File: config.mk
export PLATFORM = sky130hd
export DESIGN_NAME = pid_positional
export DESIGN_NICKNAME = d
export VERILOG_FILES = /design/src/rtl/pidp_pkg.sv /design/src/rtl/pidp_sat.sv /design/src/rtl/pidp_gains.sv /design/src/rtl/pidp_front.sv /design/src/rtl/pidp_mac.sv /design/src/rtl/pid_positional.sv
export SDC_FILE = /design/constraint.sdc
export NUM_CORES = 2
export LEC_CHECK = 0
export BUFFER_PORTS_ARGS = -buffer_cell sky130_fd_sc_hd__buf_2
export CAP_MARGIN = 15
export CORE_AREA = 2 2 309 250
export CTS_BUF_LIST = sky130_fd_sc_hd__clkbuf_8
export DETAILED_ROUTE_END_ITERATION = 8
export DIE_AREA = 0 0 311 252
export PLACE_DENSITY = 0.48
export RECOVER_POWER = 100
export SLEW_MARGIN = 15
export SYNTH_ARGS = -nofsm -noshare
export SYNTH_HDL_FRONTEND = slang
export SYNTH_SLANG_ARGS = --single-unit
File: constraint.sdc
create_clock -name clk -period 7.6 [get_ports clk]
set_input_delay 1.52 -clock clk [delete_from_list [all_inputs] [get_ports clk]]
set_output_delay 1.52 -clock clk [all_outputs]
set_load 0.05 [all_outputs]
File: src/rtl/pidp_pkg.sv
package pidp_pkg;
   // gain slot order inside the gain bank
   localparam int GAIN_P   = 0;
   localparam int GAIN_I   = 1;
   localparam int GAIN_D   = 2;
   localparam int NUM_GAIN = 3;
   // fixed number of register stages from strobe to command
   localparam int PIPE_LAT = 3;
endpackage

File: src/rtl/pidp_sat.sv
module pidp_sat #(
   parameter int IN_W  = 25,
   parameter int OUT_W = 24
) (
   input  logic signed [IN_W-1:0]  din,
   output logic signed [OUT_W-1:0] dout
);
   generate
      if (IN_W <= OUT_W) begin : g_extend
         assign dout = OUT_W'(din);
      end else begin : g_clip
         localparam int HI_W = IN_W - OUT_W + 1;
         logic [HI_W-1:0] hi;
         logic            fits;
         assign hi   = din[IN_W-1:OUT_W-1];
         assign fits = (&hi) | ~(|hi);
         always_comb begin
            if (fits)
               dout = din[OUT_W-1:0];
            else if (din[IN_W-1])
               dout = {1'b1, {(OUT_W-1){1'b0}}};
            else
               dout = {1'b0, {(OUT_W-1){1'b1}}};
         end
      end
   endgenerate
endmodule

File: src/rtl/pidp_gains.sv
module pidp_gains
   import pidp_pkg::*;
#(
   parameter int GAIN_W = 8
) (
   input  logic                               clk,
   input  logic                               rst,
   input  logic                               wr_en,
   input  logic [1:0]                         wr_sel,
   input  logic [GAIN_W-1:0]                  wr_data,
   input  logic                               load,
   output logic [NUM_GAIN-1:0][GAIN_W-1:0]    gains
);
   logic [NUM_GAIN-1:0][GAIN_W-1:0] staged_q;
   logic [NUM_GAIN-1:0][GAIN_W-1:0] active_q;

   for (genvar g = 0; g < NUM_GAIN; g++) begin : g_slot
      always_ff @(posedge clk) begin
         if (rst) begin
            staged_q[g] <= '0;
            active_q[g] <= '0;
         end else begin
            if (wr_en && (wr_sel == 2'(g)))
               staged_q[g] <= wr_data;
            if (load)
               active_q[g] <= staged_q[g];
         end
      end
   end

   assign gains = active_q;
endmodule

File: src/rtl/pidp_front.sv
module pidp_front #(
   parameter int ERR_W = 16,
   parameter int ACC_W = 24
) (
   input  logic                    clk,
   input  logic                    rst,
   input  logic                    in_valid,
   input  logic signed [ERR_W-1:0] in_err,
   output logic                    out_valid,
   output logic signed [ERR_W-1:0] err_q,
   output logic signed [ERR_W:0]   diff_q,
   output logic signed [ACC_W-1:0] sum_q
);
   logic signed [ERR_W-1:0] prev_q;
   logic signed [ACC_W:0]   sum_wide;
   logic signed [ACC_W-1:0] sum_next;
   logic signed [ERR_W:0]   diff_next;

   assign sum_wide  = (ACC_W+1)'(sum_q) + (ACC_W+1)'(in_err);
   assign diff_next = (ERR_W+1)'(in_err) - (ERR_W+1)'(prev_q);

   pidp_sat #(.IN_W(ACC_W+1), .OUT_W(ACC_W)) u_sum_sat (
      .din (sum_wide),
      .dout(sum_next)
   );

   always_ff @(posedge clk) begin
      if (rst) begin
         out_valid <= 1'b0;
         err_q     <= '0;
         diff_q    <= '0;
         sum_q     <= '0;
         prev_q    <= '0;
      end else begin
         out_valid <= in_valid;
         if (in_valid) begin
            err_q  <= in_err;
            diff_q <= diff_next;
            sum_q  <= sum_next;
            prev_q <= in_err;
         end
      end
   end
endmodule

File: src/rtl/pidp_mac.sv
module pidp_mac
   import pidp_pkg::*;
#(
   parameter int ERR_W  = 16,
   parameter int GAIN_W = 8,
   parameter int ACC_W  = 24,
   parameter int OUT_W  = 16,
   parameter int SHIFT  = 7
) (
   input  logic                             clk,
   input  logic                             rst,
   input  logic                             in_valid,
   input  logic [NUM_GAIN-1:0][GAIN_W-1:0]  gains,
   input  logic signed [ERR_W-1:0]          err,
   input  logic signed [ERR_W:0]            diff,
   input  logic signed [ACC_W-1:0]          total,
   output logic                             out_valid,
   output logic signed [OUT_W-1:0]          out_cmd
);
   localparam int PROD_W  = ACC_W + GAIN_W + 1;
   localparam int ADD_W   = ACC_W + 2;
   localparam int SLICE_W = ACC_W - SHIFT;

   logic signed [ACC_W-1:0]  opnd   [NUM_GAIN];
   logic signed [PROD_W-1:0] prod   [NUM_GAIN];
   logic signed [ACC_W-1:0]  prod_s [NUM_GAIN];
   logic signed [ACC_W-1:0]  prod_q [NUM_GAIN];
   logic                     prod_v;

   assign opnd[GAIN_P] = ACC_W'(err);
   assign opnd[GAIN_I] = total;
   assign opnd[GAIN_D] = ACC_W'(diff);

   for (genvar g = 0; g < NUM_GAIN; g++) begin : g_term
      assign prod[g] = PROD_W'(opnd[g]) * PROD_W'($signed({1'b0, gains[g]}));
      pidp_sat #(.IN_W(PROD_W), .OUT_W(ACC_W)) u_prod_sat (
         .din (prod[g]),
         .dout(prod_s[g])
      );
      always_ff @(posedge clk) begin
         if (rst) prod_q[g] <= '0;
         else if (in_valid) prod_q[g] <= prod_s[g];
      end
   end

   logic signed [ADD_W-1:0]   add_w;
   logic signed [ACC_W-1:0]   add_s;
   logic signed [SLICE_W-1:0] slice;
   logic signed [OUT_W-1:0]   slice_s;

   assign add_w = ADD_W'(prod_q[GAIN_P]) + ADD_W'(prod_q[GAIN_I]) + ADD_W'(prod_q[GAIN_D]);

   pidp_sat #(.IN_W(ADD_W), .OUT_W(ACC_W)) u_add_sat (
      .din (add_w),
      .dout(add_s)
   );

   assign slice = add_s[ACC_W-1:SHIFT];

   pidp_sat #(.IN_W(SLICE_W), .OUT_W(OUT_W)) u_out_sat (
      .din (slice),
      .dout(slice_s)
   );

   always_ff @(posedge clk) begin
      if (rst) begin
         prod_v    <= 1'b0;
         out_valid <= 1'b0;
         out_cmd   <= '0;
      end else begin
         prod_v    <= in_valid;
         out_valid <= prod_v;
         if (prod_v) out_cmd <= slice_s;
      end
   end
endmodule

File: src/rtl/pid_positional.sv
module pid_positional
   import pidp_pkg::*;
#(
   parameter int ERR_W  = 16,
   parameter int GAIN_W = 8,
   parameter int ACC_W  = 24,
   parameter int OUT_W  = 16,
   parameter int SHIFT  = 7
) (
   input  logic                    clk,
   input  logic                    rst,
   input  logic                    gain_we,
   input  logic [1:0]              gain_sel,
   input  logic [GAIN_W-1:0]       gain_wdata,
   input  logic                    smp_valid,
   input  logic signed [ERR_W-1:0] smp_err,
   output logic                    cmd_valid,
   output logic signed [OUT_W-1:0] cmd
);
   // elaboration-time parameter checks
   if (ACC_W <= ERR_W) begin : g_bad_acc
      $error("ACC_W must exceed ERR_W so the backward difference fits");
   end
   if (SHIFT < 0 || SHIFT >= ACC_W - 1) begin : g_bad_shift
      $error("SHIFT must lie in 0 .. ACC_W-2");
   end
   if (GAIN_W < 1 || OUT_W < 2) begin : g_bad_width
      $error("GAIN_W and OUT_W are too small");
   end

   logic [NUM_GAIN-1:0][GAIN_W-1:0] gains;
   logic                            f_valid;
   logic signed [ERR_W-1:0]         f_err;
   logic signed [ERR_W:0]           f_diff;
   logic signed [ACC_W-1:0]         f_sum;

   pidp_gains #(.GAIN_W(GAIN_W)) u_gains (
      .clk    (clk),
      .rst    (rst),
      .wr_en  (gain_we),
      .wr_sel (gain_sel),
      .wr_data(gain_wdata),
      .load   (smp_valid),
      .gains  (gains)
   );

   pidp_front #(.ERR_W(ERR_W), .ACC_W(ACC_W)) u_front (
      .clk      (clk),
      .rst      (rst),
      .in_valid (smp_valid),
      .in_err   (smp_err),
      .out_valid(f_valid),
      .err_q    (f_err),
      .diff_q   (f_diff),
      .sum_q    (f_sum)
   );

   pidp_mac #(
      .ERR_W(ERR_W), .GAIN_W(GAIN_W), .ACC_W(ACC_W), .OUT_W(OUT_W), .SHIFT(SHIFT)
   ) u_mac (
      .clk      (clk),
      .rst      (rst),
      .in_valid (f_valid),
      .gains    (gains),
      .err      (f_err),
      .diff     (f_diff),
      .total    (f_sum),
      .out_valid(cmd_valid),
      .out_cmd  (cmd)
   );
endmodule

==> flow_summary.yaml <==
yosys:
  yosysWarnings: 0
  mappedNetlistArea_um2: 26900
  synth_edf_count: 72
  async_flop_share_pct: 0
  synth_top_area_cell: "fa_1"
  ys_seq_elements: 196
  synth.area.top_cells: "fa_1 29%, ha_1 11%, dfxtp_1 9.2%"
  synth.top_cell.area_share_pct: 28.7
  synth.avg_cell_area_um2: 8.97
  yosysSeqAreaShare_pct: 17.3
  yosysMostFrequentCell: "inv_1"
  syn_inst: 2995
  yosys-top-cells-count: "552 x inv_1, 385 x fa_1, 261 x nand2_1"
  synth_flop_cell: "dfxtp_1"
  syn-num-nets: 3642
  synth.distinct_cells: 72
worst_hold_path:
  hold_path.class: "reg2reg"
routing:
  drtAntennaViolNets: 0
  drt_wl_total_mm: 72.3
  drt_iter0_drc: 1115
  drc: 0
  first_pass_iters: 7
  vias_per_cell: 4.93
  routedWlPerCell_um: 18.1
  route.vias.total: 19700
grt:
  grt.total_usage_pct: 19.3
  antenna_found_initial: 0
  grt_pass1_wl_mm: 118
  grt_overflow_total: 0
  grt_max_degree: 81
  grt_pass1_vias: 20600
timing:
  tns_ns: 0
  worst_pin_slew_ns: 2.87
  slew_viol_final: 152
  max_freq_ghz: 0.138
  fin_worst_skew_ns: 0.0299
  worst_slack_ns: 0.369
  slew_headroom_pct: -91.3
  post-route-period-util_pct: 95.2
  report.final.hold_viol_count: 0
  finalSetupViolations: 0
  min_period_ns: 7.23
  rsz0062_at_grt: "no"
worst_setup_path:
  crit_fanout: 17
  crit_required_ns: 7.79
  crit_path_start: "u_gains.gains[0]$_SDFFE_PP0P_"
  r2r_start: "u_gains.gains[0]$_SDFFE_PP0P_"
  timing.rr.end: "u_mac.prod_q[0][17]$_SDFFCE_PN0P_"
  cp-start-kind: "register"
  critical_path.endpoint: "u_mac.prod_q[0][17]$_SDFFCE_PN0P_"
  rrSetupSlack_ns: 0.37
  arrival_ns: 7.42
  path_class: "reg2reg"
  r2r_cells: 24
  worst_setup_path_end_kind: "register"
cts:
  path_clk_slew_ns: 0.12
  cts_tree: "built"
  cts_hold_buf: 0
  clock-sinks: 196
  post_cts_buffers: 0
  cts_buffer_depth: 2
  cts_buffers: 17
  ctsResizeCount: 0
  htree_levels: 4
  root_buffer: "clkbuf_8"
  clock_latency_ns: 0.59
placement:
  portBuffers: 46
  place_congestion: 0.871
  dpl.hpwl_mm: 59.4
  dpl_worst_slack_ns: 0.595
floorplan:
  die_w_um: 311
  core_um2: 75000
  rows: 90
  initial_core_util_pct: 35.8
  ios: 47
  die_area_um2: 78400
  die-height_um: 252
power:
  cellLeakagePower_nw: 14.5
  ir_drop_v: 0.000146
  cellPowerDensity_nw_per_um2: 104
finish:
  nets: 3612
  drive_gt1_share_pct: 3.12
  area_growth_pct: 5.62
status:
  violations: "max-capacitance violations, max-slew violations"
  status: "complete, but fails checks"
flow_run:
  drv_cap: 3
## per-layer routing
metal  vias up  global-route usage [%]  routed length (um)
li1       9455                       -                   -
met1      9814                    28.2               37200
met2       346                    28.6               29700
met3        52                    4.53                4130
met4         0                    4.38                1280
met5         -                       0                   0
## placed cells by master, fill, tap and decap left out, types with 21 or more instances in the layout
cell type | netlist | routed
fa_1 | 385 | 385
dfxtp_1 | 124 | 124
buf_4 | 0 | 21
a21o_1 | 72 | 72
clkbuf_1 | 115 | 29
xor2_1 | 44 | 44
maj3_1 | 22 | 22
and2_1 | 260 | 259
nand3_1 | 37 | 37
buf_2 | 0 | 26
o21ai_0 | 75 | 78
a211oi_1 | 43 | 53
xnor2_1 | 65 | 65
inv_1 | 552 | 552
nor2_1 | 192 | 192
nand2_1 | 261 | 261
nand2b_1 | 22 | 22
a21oi_1 | 99 | 99
mux2i_1 | 73 | 73
nor3_1 | 39 | 39
ha_1 | 232 | 232
edfxtp_1 | 72 | 72
## report_power, final
group	internal (mW)	leakage, nW	switching (mW)
clock	0.272	0.190	0.459
combinational	0.363	12.5	0.543
sequential	1.17	1.79	0.159
total	1.80	14.5	1.16
## worst min-delay path by stage
stage          slack (ns)                                to  cells past startpoint                             start
2_1_floorplan        0.46  u_gains.staged_q[0]$_SDFFE_PP0P_                      2  u_gains.staged_q[0]$_SDFFE_PP0P_
3_3_place_gp         0.47     u_gains.gains[2]$_SDFFE_PP0P_                      2  u_gains.staged_q[2]$_SDFFE_PP0P_
3_5_place_dp         0.48     u_gains.gains[0]$_SDFFE_PP0P_                      2  u_gains.staged_q[0]$_SDFFE_PP0P_
4_1_cts              0.50     u_gains.gains[5]$_SDFFE_PP0P_                      2  u_gains.staged_q[5]$_SDFFE_PP0P_
5_1_grt              0.53    u_mac.out_cmd[14]$_SDFFE_PP0P_                      2    u_mac.out_cmd[14]$_SDFFE_PP0P_
6_report             0.50     u_mac.out_cmd[3]$_SDFFE_PP0P_                      2     u_mac.out_cmd[3]$_SDFFE_PP0P_
## kinds of logic (layout without fill, tap and decap cells)
group	after synthesis	after routing	share of synthesized area (%)
AOI/OAI and AO/OA	410	410	10.3
xor gates and xnor gates	109	109	3.55
adders and majority gates	639	639	40.3
buffers and inverters	679	662	9.52
DFF	196	196	17.3
muxes	74	74	2.76
other	0	2	0
and+or+nand+nor	888	888	16.2
## critical path, cell delays in order, from the launching register on
cell,delay (ns)
dfxtp_1,0.72
clkbuf_1,0.31
nand2_1,0.14
fa_1,0.56
inv_1,0.04
ha_1,0.27
ha_1,0.28
inv_1,0.05
fa_1,0.42
inv_1,0.07
ha_1,0.16
inv_1,0.06
fa_1,0.45
nor2b_1,0.15
o21ai_0,0.14
a21oi_1,0.36
o211ai_1,0.17
a21o_1,0.24
a31oi_1,0.35
o31ai_1,0.24
a211o_1,0.31
and4_1,0.16
nand3_1,0.19
clkbuf_1,0.49
o21ai_0,0.50
## state kept, by name, indices dropped and copies added (netlist names)
signal	flops
u_mac.out_valid	1
u_front.out_valid	1
u_gains.staged_q	24
u_mac.prod_v	1
u_front.diff_q	17
u_mac.out_cmd	16
u_gains.gains	24
u_front.err_q	16
u_front.sum_q	24
u_mac.prod_q	72
## metrics by stage
| stage | instances | utilization [%] | area [um^2] | hold WS, ns | total power, mW |
|---|---|---|---|---|---|
| floorplan | 2995 | - | 26900 | 0.460 | 1.96 |
| global placement | 3958 | 37.5 | 28100 | 0.472 | 2.24 |
| detailed placement | 3958 | 37.5 | 28100 | 0.484 | 2.26 |
| CTS | 3990 | 38.0 | 28500 | 0.502 | 3.01 |
| global route | 3990 | 37.8 | 28400 | 0.527 | 3.16 |
| finish | 3992 | 37.8 | 28400 | 0.500 | 2.96 |
## area by class of cell
| type | count | area [um^2] |
|---|---|---|
| Antenna cell | 2 | 5.00 |
| Sequential cell | 196 | 4640 |
| Inverter | 552 | 2070 |
| Clock buffer | 17 | 234 |
| Tap cell | 1012 | 1270 |
| Clock inverter | 15 | 160 |
| Fill cell | 7737 | 46600 |
| Multi-Input combinational cell | 2120 | 19600 |
| Timing Repair Buffer | 78 | 407 |
Power figures use the tool's default switching activity.
